## config.mk

```make
export PLATFORM = sky130hd
export DESIGN_NAME = crx_regif
export DESIGN_NICKNAME = d
export VERILOG_FILES = /design/src/rtl/crx_pkg.sv /design/src/rtl/crx_word_bank.sv /design/src/rtl/crx_seq.sv /design/src/rtl/crx_regif.sv
export SDC_FILE = /design/constraint.sdc
export NUM_CORES = 1
export LEC_CHECK = 0
export CORE_MARGIN = 8
export CORE_UTILIZATION = 49
export CTS_CLUSTER_SIZE = 10
export DETAILED_ROUTE_END_ITERATION = 16
export GPL_TIMING_DRIVEN = 1
export HOLD_SLACK_MARGIN = 0.1
export PLACE_DENSITY = 0.8
export SLEW_MARGIN = 20
export SYNTH_ARGS = -nofsm -noshare
export SYNTH_HDL_FRONTEND = slang
export SYNTH_HIERARCHICAL = 1
export SYNTH_SLANG_ARGS = --single-unit
```

## constraint.sdc

```tcl
create_clock -name clk -period 2.1 [get_ports clk]
set_input_delay 0.21 -clock clk [delete_from_list [all_inputs] [get_ports clk]]
set_output_delay 0.21 -clock clk [all_outputs]
set_load 0.005 [all_outputs]
```

## src/rtl/crx_pkg.sv

```systemverilog
package crx_pkg;
  localparam int unsigned CRX_KEY_SLOTS = 8;
  localparam int unsigned CRX_DATA_BASE = 8;
  localparam int unsigned CRX_RES_BASE  = 16;
  localparam int unsigned CRX_CTRL_ADDR = 31;
  localparam int unsigned CB_KEYV       = 7;
  localparam int unsigned CB_IRQEN      = 6;

  typedef enum logic [1:0] {
    OP_IDLE = 2'b00,
    OP_ENC  = 2'b01,
    OP_DEC  = 2'b10,
    OP_RSV  = 2'b11
  } crx_op_e;
endpackage

```

## src/rtl/crx_word_bank.sv

```systemverilog
module crx_word_bank #(
  parameter int WORDS = 4,
  parameter int DW    = 32,
  parameter int AW    = 5,
  parameter int BASE  = 0,
  localparam int FW   = WORDS * DW
) (
  input  logic          clk,
  input  logic          rst,
  input  logic          we,
  input  logic [AW-1:0] addr,
  input  logic [DW-1:0] wdata,
  output logic [FW-1:0] words
);
  for (genvar i = 0; i < WORDS; i++) begin : g_word
    localparam logic [AW-1:0] SLOT = AW'(BASE + i);
    logic [DW-1:0] q;
    always_ff @(posedge clk) begin
      if (rst)                     q <= '0;
      else if (we && addr == SLOT) q <= wdata;
    end
    // first slot lands in the most significant word
    assign words[(WORDS-1-i)*DW +: DW] = q;
  end
endmodule

```

## src/rtl/crx_seq.sv

```systemverilog
module crx_seq
  import crx_pkg::*;
(
  input  logic       clk,
  input  logic       rst,
  input  logic       ctrl_we,
  input  logic [1:0] ctrl_op,
  input  logic       ctrl_keyv,
  input  logic       ctrl_ie,
  input  logic       res_rd,
  input  logic       eng_done,
  output logic       busy,
  output logic       eng_start,
  output logic       eng_decrypt,
  output logic       key_valid,
  output logic       irq_en,
  output logic       irq,
  output logic       capture
);
  crx_op_e op;
  logic    go;

  assign op      = crx_op_e'(ctrl_op);
  assign go      = ctrl_we & ctrl_keyv & ((op == OP_ENC) | (op == OP_DEC));
  assign capture = busy & eng_done;

  always_ff @(posedge clk) begin
    if (rst) begin
      busy        <= 1'b0;
      eng_start   <= 1'b0;
      eng_decrypt <= 1'b0;
      key_valid   <= 1'b0;
      irq_en      <= 1'b0;
      irq         <= 1'b0;
    end else begin
      eng_start <= go;
      if (ctrl_we) begin
        key_valid <= ctrl_keyv;
        irq_en    <= ctrl_ie;
        irq       <= 1'b0;
        if (go) begin
          busy        <= 1'b1;
          eng_decrypt <= (op == OP_DEC);
        end
      end else if (capture) begin
        busy <= 1'b0;
        irq  <= irq_en;
      end else if (res_rd) begin
        irq <= 1'b0;
      end
    end
  end

  a_r4_start_single: assert property (@(posedge clk) disable iff (rst)
    eng_start |=> !eng_start);
  a_r4_start_marks_busy: assert property (@(posedge clk) disable iff (rst)
    eng_start |-> busy);
  a_r5_start_needs_key: assert property (@(posedge clk) disable iff (rst)
    eng_start |-> key_valid);
  a_r7_irq_needs_enable: assert property (@(posedge clk) disable iff (rst)
    irq |-> irq_en);
  a_r7_irq_idle_only: assert property (@(posedge clk) disable iff (rst)
    irq |-> !busy);
endmodule

```

## src/rtl/crx_regif.sv

```systemverilog
module crx_regif
  import crx_pkg::*;
#(
  parameter int KEY_BITS  = 256,
  parameter int DW        = 32,
  parameter int AW        = 5,
  parameter int BLK_BITS  = 128,
  localparam int KEY_WORDS = KEY_BITS / DW,
  localparam int BLK_WORDS = BLK_BITS / DW
) (
  input  logic                clk,
  input  logic                rst,
  input  logic                cs,
  input  logic [AW-1:0]       addr,
  input  logic                wr,
  input  logic                rd,
  input  logic [DW-1:0]       wdata,
  output logic [DW-1:0]       rdata,
  output logic                wait_req,
  output logic                irq,
  output logic                eng_start,
  output logic                eng_decrypt,
  output logic                eng_key_valid,
  output logic [KEY_BITS-1:0] eng_key,
  output logic [BLK_BITS-1:0] eng_din,
  input  logic                eng_done,
  input  logic [BLK_BITS-1:0] eng_result
);
  localparam logic [AW-1:0] CTRL_A = AW'(CRX_CTRL_ADDR);
  localparam logic [AW-1:0] RES_LO = AW'(CRX_RES_BASE);
  localparam logic [AW-1:0] RES_HI = AW'(CRX_RES_BASE + BLK_WORDS - 1);

  logic busy, capture, irq_en;
  logic acc_wr, acc_rd, ctrl_hit, res_hit, res_rd;
  logic [AW-1:0]       roff;
  logic [DW-1:0]       rsel, ctrl_rb;
  logic [BLK_BITS-1:0] res_q;

  assign wait_req = cs & (rd | wr) & busy;
  assign acc_wr   = cs & wr & ~busy;
  assign acc_rd   = cs & rd & ~wr & ~busy;
  assign ctrl_hit = (addr == CTRL_A);
  assign res_hit  = (addr >= RES_LO) && (addr <= RES_HI);
  assign res_rd   = acc_rd & res_hit;
  assign roff     = addr - RES_LO;

  crx_word_bank #(.WORDS(KEY_WORDS), .DW(DW), .AW(AW), .BASE(0)) u_key (
    .clk(clk), .rst(rst), .we(acc_wr), .addr(addr), .wdata(wdata), .words(eng_key));

  crx_word_bank #(.WORDS(BLK_WORDS), .DW(DW), .AW(AW), .BASE(CRX_DATA_BASE)) u_data (
    .clk(clk), .rst(rst), .we(acc_wr), .addr(addr), .wdata(wdata), .words(eng_din));

  crx_seq u_seq (
    .clk(clk), .rst(rst),
    .ctrl_we(acc_wr & ctrl_hit), .ctrl_op(wdata[1:0]),
    .ctrl_keyv(wdata[CB_KEYV]), .ctrl_ie(wdata[CB_IRQEN]),
    .res_rd(res_rd), .eng_done(eng_done),
    .busy(busy), .eng_start(eng_start), .eng_decrypt(eng_decrypt),
    .key_valid(eng_key_valid), .irq_en(irq_en), .irq(irq), .capture(capture));

  always_ff @(posedge clk) begin
    if (rst)          res_q <= '0;
    else if (capture) res_q <= eng_result;
  end

  always_comb begin
    rsel = '0;
    for (int j = 0; j < BLK_WORDS; j++)
      if (roff == AW'(j)) rsel = res_q[(BLK_WORDS-1-j)*DW +: DW];
  end

  always_comb begin
    ctrl_rb           = '0;
    ctrl_rb[CB_KEYV]  = eng_key_valid;
    ctrl_rb[CB_IRQEN] = irq_en;
  end

  always_ff @(posedge clk) begin
    if (rst) rdata <= '0;
    else if (acc_rd) begin
      if (res_hit)       rdata <= rsel;
      else if (ctrl_hit) rdata <= ctrl_rb;
      else               rdata <= '0;
    end
  end

  a_r8_wait_only_busy: assert property (@(posedge clk) disable iff (rst)
    wait_req |-> busy);
  a_r8_inputs_frozen: assert property (@(posedge clk) disable iff (rst)
    (busy && !eng_done) |=> ($stable(eng_din) && $stable(eng_key)));
  a_r6_result_captured: assert property (@(posedge clk) disable iff (rst)
    (busy && eng_done) |=> (res_q == $past(eng_result)));
endmodule

```

==> flow_metrics.env <==
export IMPL_grt_overflow=0
export IMPL_pwr_share_seq_pct=50.0
export IMPL_path_class="flop to primary output"
export IMPL_drt_total_wl_um=76950
export IMPL_wl_per_cell_um=24.06
export IMPL_slew_headroom_pct=48.55
export IMPL_worst_pin_slew_ns=0.7717
export IMPL_drv_cap=0
export IMPL_antenna_left=0
export IMPL_setup_tns_final_ns=0
export IMPL_p_comb_share_pct=6.1
export IMPL_syn_area_um2=22010
export IMPL_async_flop_share_pct=0
export IMPL_period_minus_slack_ns=1.962
export IMPL_hold_viol=0
export IMPL_arrival_ns=1.75
export IMPL_cts_root_buf="clkbuf_16"
export IMPL_postLayoutCellArea_um2=30350
export IMPL_ys_ff_latch=550
export IMPL_synth_most_common_cell="dfxtp_1"
export IMPL_htree_levels=2
export IMPL_drive_above_1_share_pct=6.662
export IMPL_synth_area_per_cell_um2=10.81
export IMPL_start_kind="flop"
export IMPL_synthCells=2035
export IMPL_coreArea_um2=44320
export IMPL_hpwl_um=57290
export IMPL_fmax_ghz=0.5098
export IMPL_die_w_um=227.9
export IMPL_hold_path_class="input port to flop"
export IMPL_synthTopCellsByArea="dfxtp_1 50%, mux2i_1 23%, nand2b_1 12%"
export IMPL_fin_nets=2762
export IMPL_required_ns=1.89
export IMPL_powerDensity_nw_per_um2=691.4
export IMPL_initial_core_util_pct=49.66
export IMPL_clock_skew_ns=0.01919
export IMPL_end_kind="primary output"
export IMPL_dr_total_vias=17121
export IMPL_grt_max_degree=80
export IMPL_swShare_pct=21.97
export IMPL_syn_num_nets=2207
export IMPL_synth_edf_count=0
export IMPL_post_cts_buffers=0
export IMPL_io_buffer_count=591
export IMPL_power_clock_fraction_pct=43.8
export IMPL_cts_inserted_buffers=61
export IMPL_boundaryPins=592
export IMPL_clock_sinks=550
export IMPL_first_pass_iters=5
export IMPL_post_cts_resized=0
export IMPL_setup_viol=0
export IMPL_crit_path_max_fanout=5
export IMPL_clockBufferDepth=3
export IMPL_avgViaCountPerCell=5.354
export IMPL_pre_cts_ws_ns=-0.1021
export IMPL_switching_power_w=0.004610
export IMPL_netlist_top_cells_count="550 x dfxtp_1, 508 x mux2i_1, 417 x nand2b_1"
export IMPL_grt_usage_pct=28.03
export IMPL_dpl_cell_area_um2=28680
export IMPL_nFillCells=3304
export IMPL_grt_pass1_vias=17692
export IMPL_ctsHoldBuffers=1
export IMPL_tritoncts="built"
export IMPL_synth_seq_area_share_pct=50.03
export IMPL_gp_congestion=0.8692
export IMPL_synth_top_cell_by_area="dfxtp_1"
export IMPL_fin_crit_sh_pct=93.41
export IMPL_drc=0
export IMPL_synth_distinct_cells=45
export IMPL_max_vdd_ir_drop_mv=0.6179
export IMPL_clk_latency_ns=0.63
export IMPL_antenna_found_initial=17
export IMPL_yosys_warnings=6
export IMPL_fin_ws_ns=0.1385
export IMPL_drtIter0Drc=1034
export IMPL_clkTransAtPathRegs_ns=0.05
export IMPL_leakagePower_nw=12.56
export IMPL_yosysTopAreaCellShare_pct=50.03
export IMPL_rsz0062_at_grt="no"
export IMPL_die_y_um=227.9
export IMPL_status="finished clean"
export IMPL_ys_dominant_reg_cell="dfxtp_1"
export IMPL_p_int_w=0.01637
export IMPL_syn2layout_area_growth_pct=37.89
export IMPL_row_count=77
export IMPL_die_area_um2=51950
export IMPL_grt_pass1_wl_um=113600
export IMPL_drv_slew=0
## metrics by stage
stage / power, W / instances / util (%) / hold WS, ns
2_1_floorplan: 0.01127 / 2035 / - / 0.2746
3_3_place_gp: 0.01199 / 3118 / 64.72 / 0.4532
3_5_place_dp: 0.01200 / 3118 / 64.72 / 0.4613
4_1_cts: 0.02114 / 3189 / 68.42 / 0.1392
5_1_grt: 0.02163 / 3195 / 68.46 / 0.1828
6_report: 0.02098 / 3198 / 68.48 / 0.1700
## power by group through the flow
stage	registers, W	clock network (W)	logic (W)
2_1_floorplan	0.0107	0	0.000545
3_3_place_gp	0.0107	0	0.00126
3_5_place_dp	0.0107	0	0.00128
4_1_cts	0.0105	0.00936	0.00128
5_1_grt	0.0105	0.00980	0.00134
6_report	0.0105	0.00920	0.00129
## cell type report
class                           instances  area [µm²]  share of cell area (%)
Clock inverter                          3       41.29                  0.1361
Antenna cell                            9       22.52                 0.07421
Inverter                                2       7.507                 0.02474
Multi-Input combinational cell       1305       10070                   33.20
Timing Repair Buffer                  670        6859                   22.60
Tap cell                              592       740.7                   2.441
Sequential cell                       550       11010                   36.28
Clock buffer                           67        1590                   5.240
## path summary, 6_finish.rpt
check | startpoint | endpoint | slack [ns] | cells after the start
max reg2reg | u_seq/busy | u_data/g_word[0].q[23] | 0.20 | 5
min reg2reg | u_key/g_word[1].q[28] | u_key/g_word[1].q[28] | 0.47 | 2
max | u_seq/busy | wait_req | 0.14 | 2
min | rst | u_data/g_word[1].q[30] | 0.17 | 4
## cell usage in the layout, fill, tap and decap left out, types with 2 or more instances in the layout
cell             Yosys  final
nor3b_1             16     16
clkbuf_8             0      2
and3_1               2      2
inv_1                2      2
nand2_2              3      6
buf_4               15     51
clkdlybuf4s50_1      0    588
a31o_1              16     16
dfxtp_1            550    550
clkbuf_1            78      3
clkbuf_16            0     62
nand2b_1           417    417
and2_1               2      2
o21ai_1             33     33
nand3b_1            27     27
a311oi_1             2      2
o21ai_0             32     32
nor2_1             137    137
nand3_1              5      4
diode_2              0      9
nand3_2              2      3
nor4b_4              2      2
buf_12               0     28
nor2b_1             34     34
a2bb2oi_1           25     25
a22o_1               5      5
and4bb_2             3      3
mux2i_1            508    508
or2_1                2      2
mux4_2               7      7
a32o_1               9      9
## kinds of logic (layout without fill, tap and decap cells)
kind of cell             Yosys count  count (layout)  share of synthesized area, %
multiplexers                     515             515                         23.82
flip-flops                       550             550                         50.03
buffers and inverters            180             742                         4.270
AND/OR/NAND/NOR                  664             664                         17.90
adder cells (fa/ha/maj)            1               1                       0.05684
other                              0               9                             0
AO/OA/AOI/OAI                    125             125                         3.923
## flip-flops by register name, indices dropped and copies added, names as in the netlist
name,cells
u_seq/key_valid,1
u_seq/eng_start,1
res_q,128
u_seq/eng_decrypt,1
u_seq/irq_en,1
u_seq/busy,1
u_data/g_word.q,128
u_seq/irq,1
rdata,32
u_key/g_word.q,256
## worst max-delay path, cell delays in order, from the launching register on
cell	delay, ns
dfxtp_1	0.40
o211a_1	0.17
clkdlybuf4s50_1	0.57
## layer usage
metal  vias up  GRT usage, %  part of all wire, %  routed length, µm
met1      8322         31.57                   39              29630
met2       677         48.55                   49              37970
met5         -             0                 0.14                106
li1       7943             -                    -                  -
met4        16         13.23                  4.8               3711
met3       163         7.955                  7.2               5537
(Power assumes the default switching activity.)
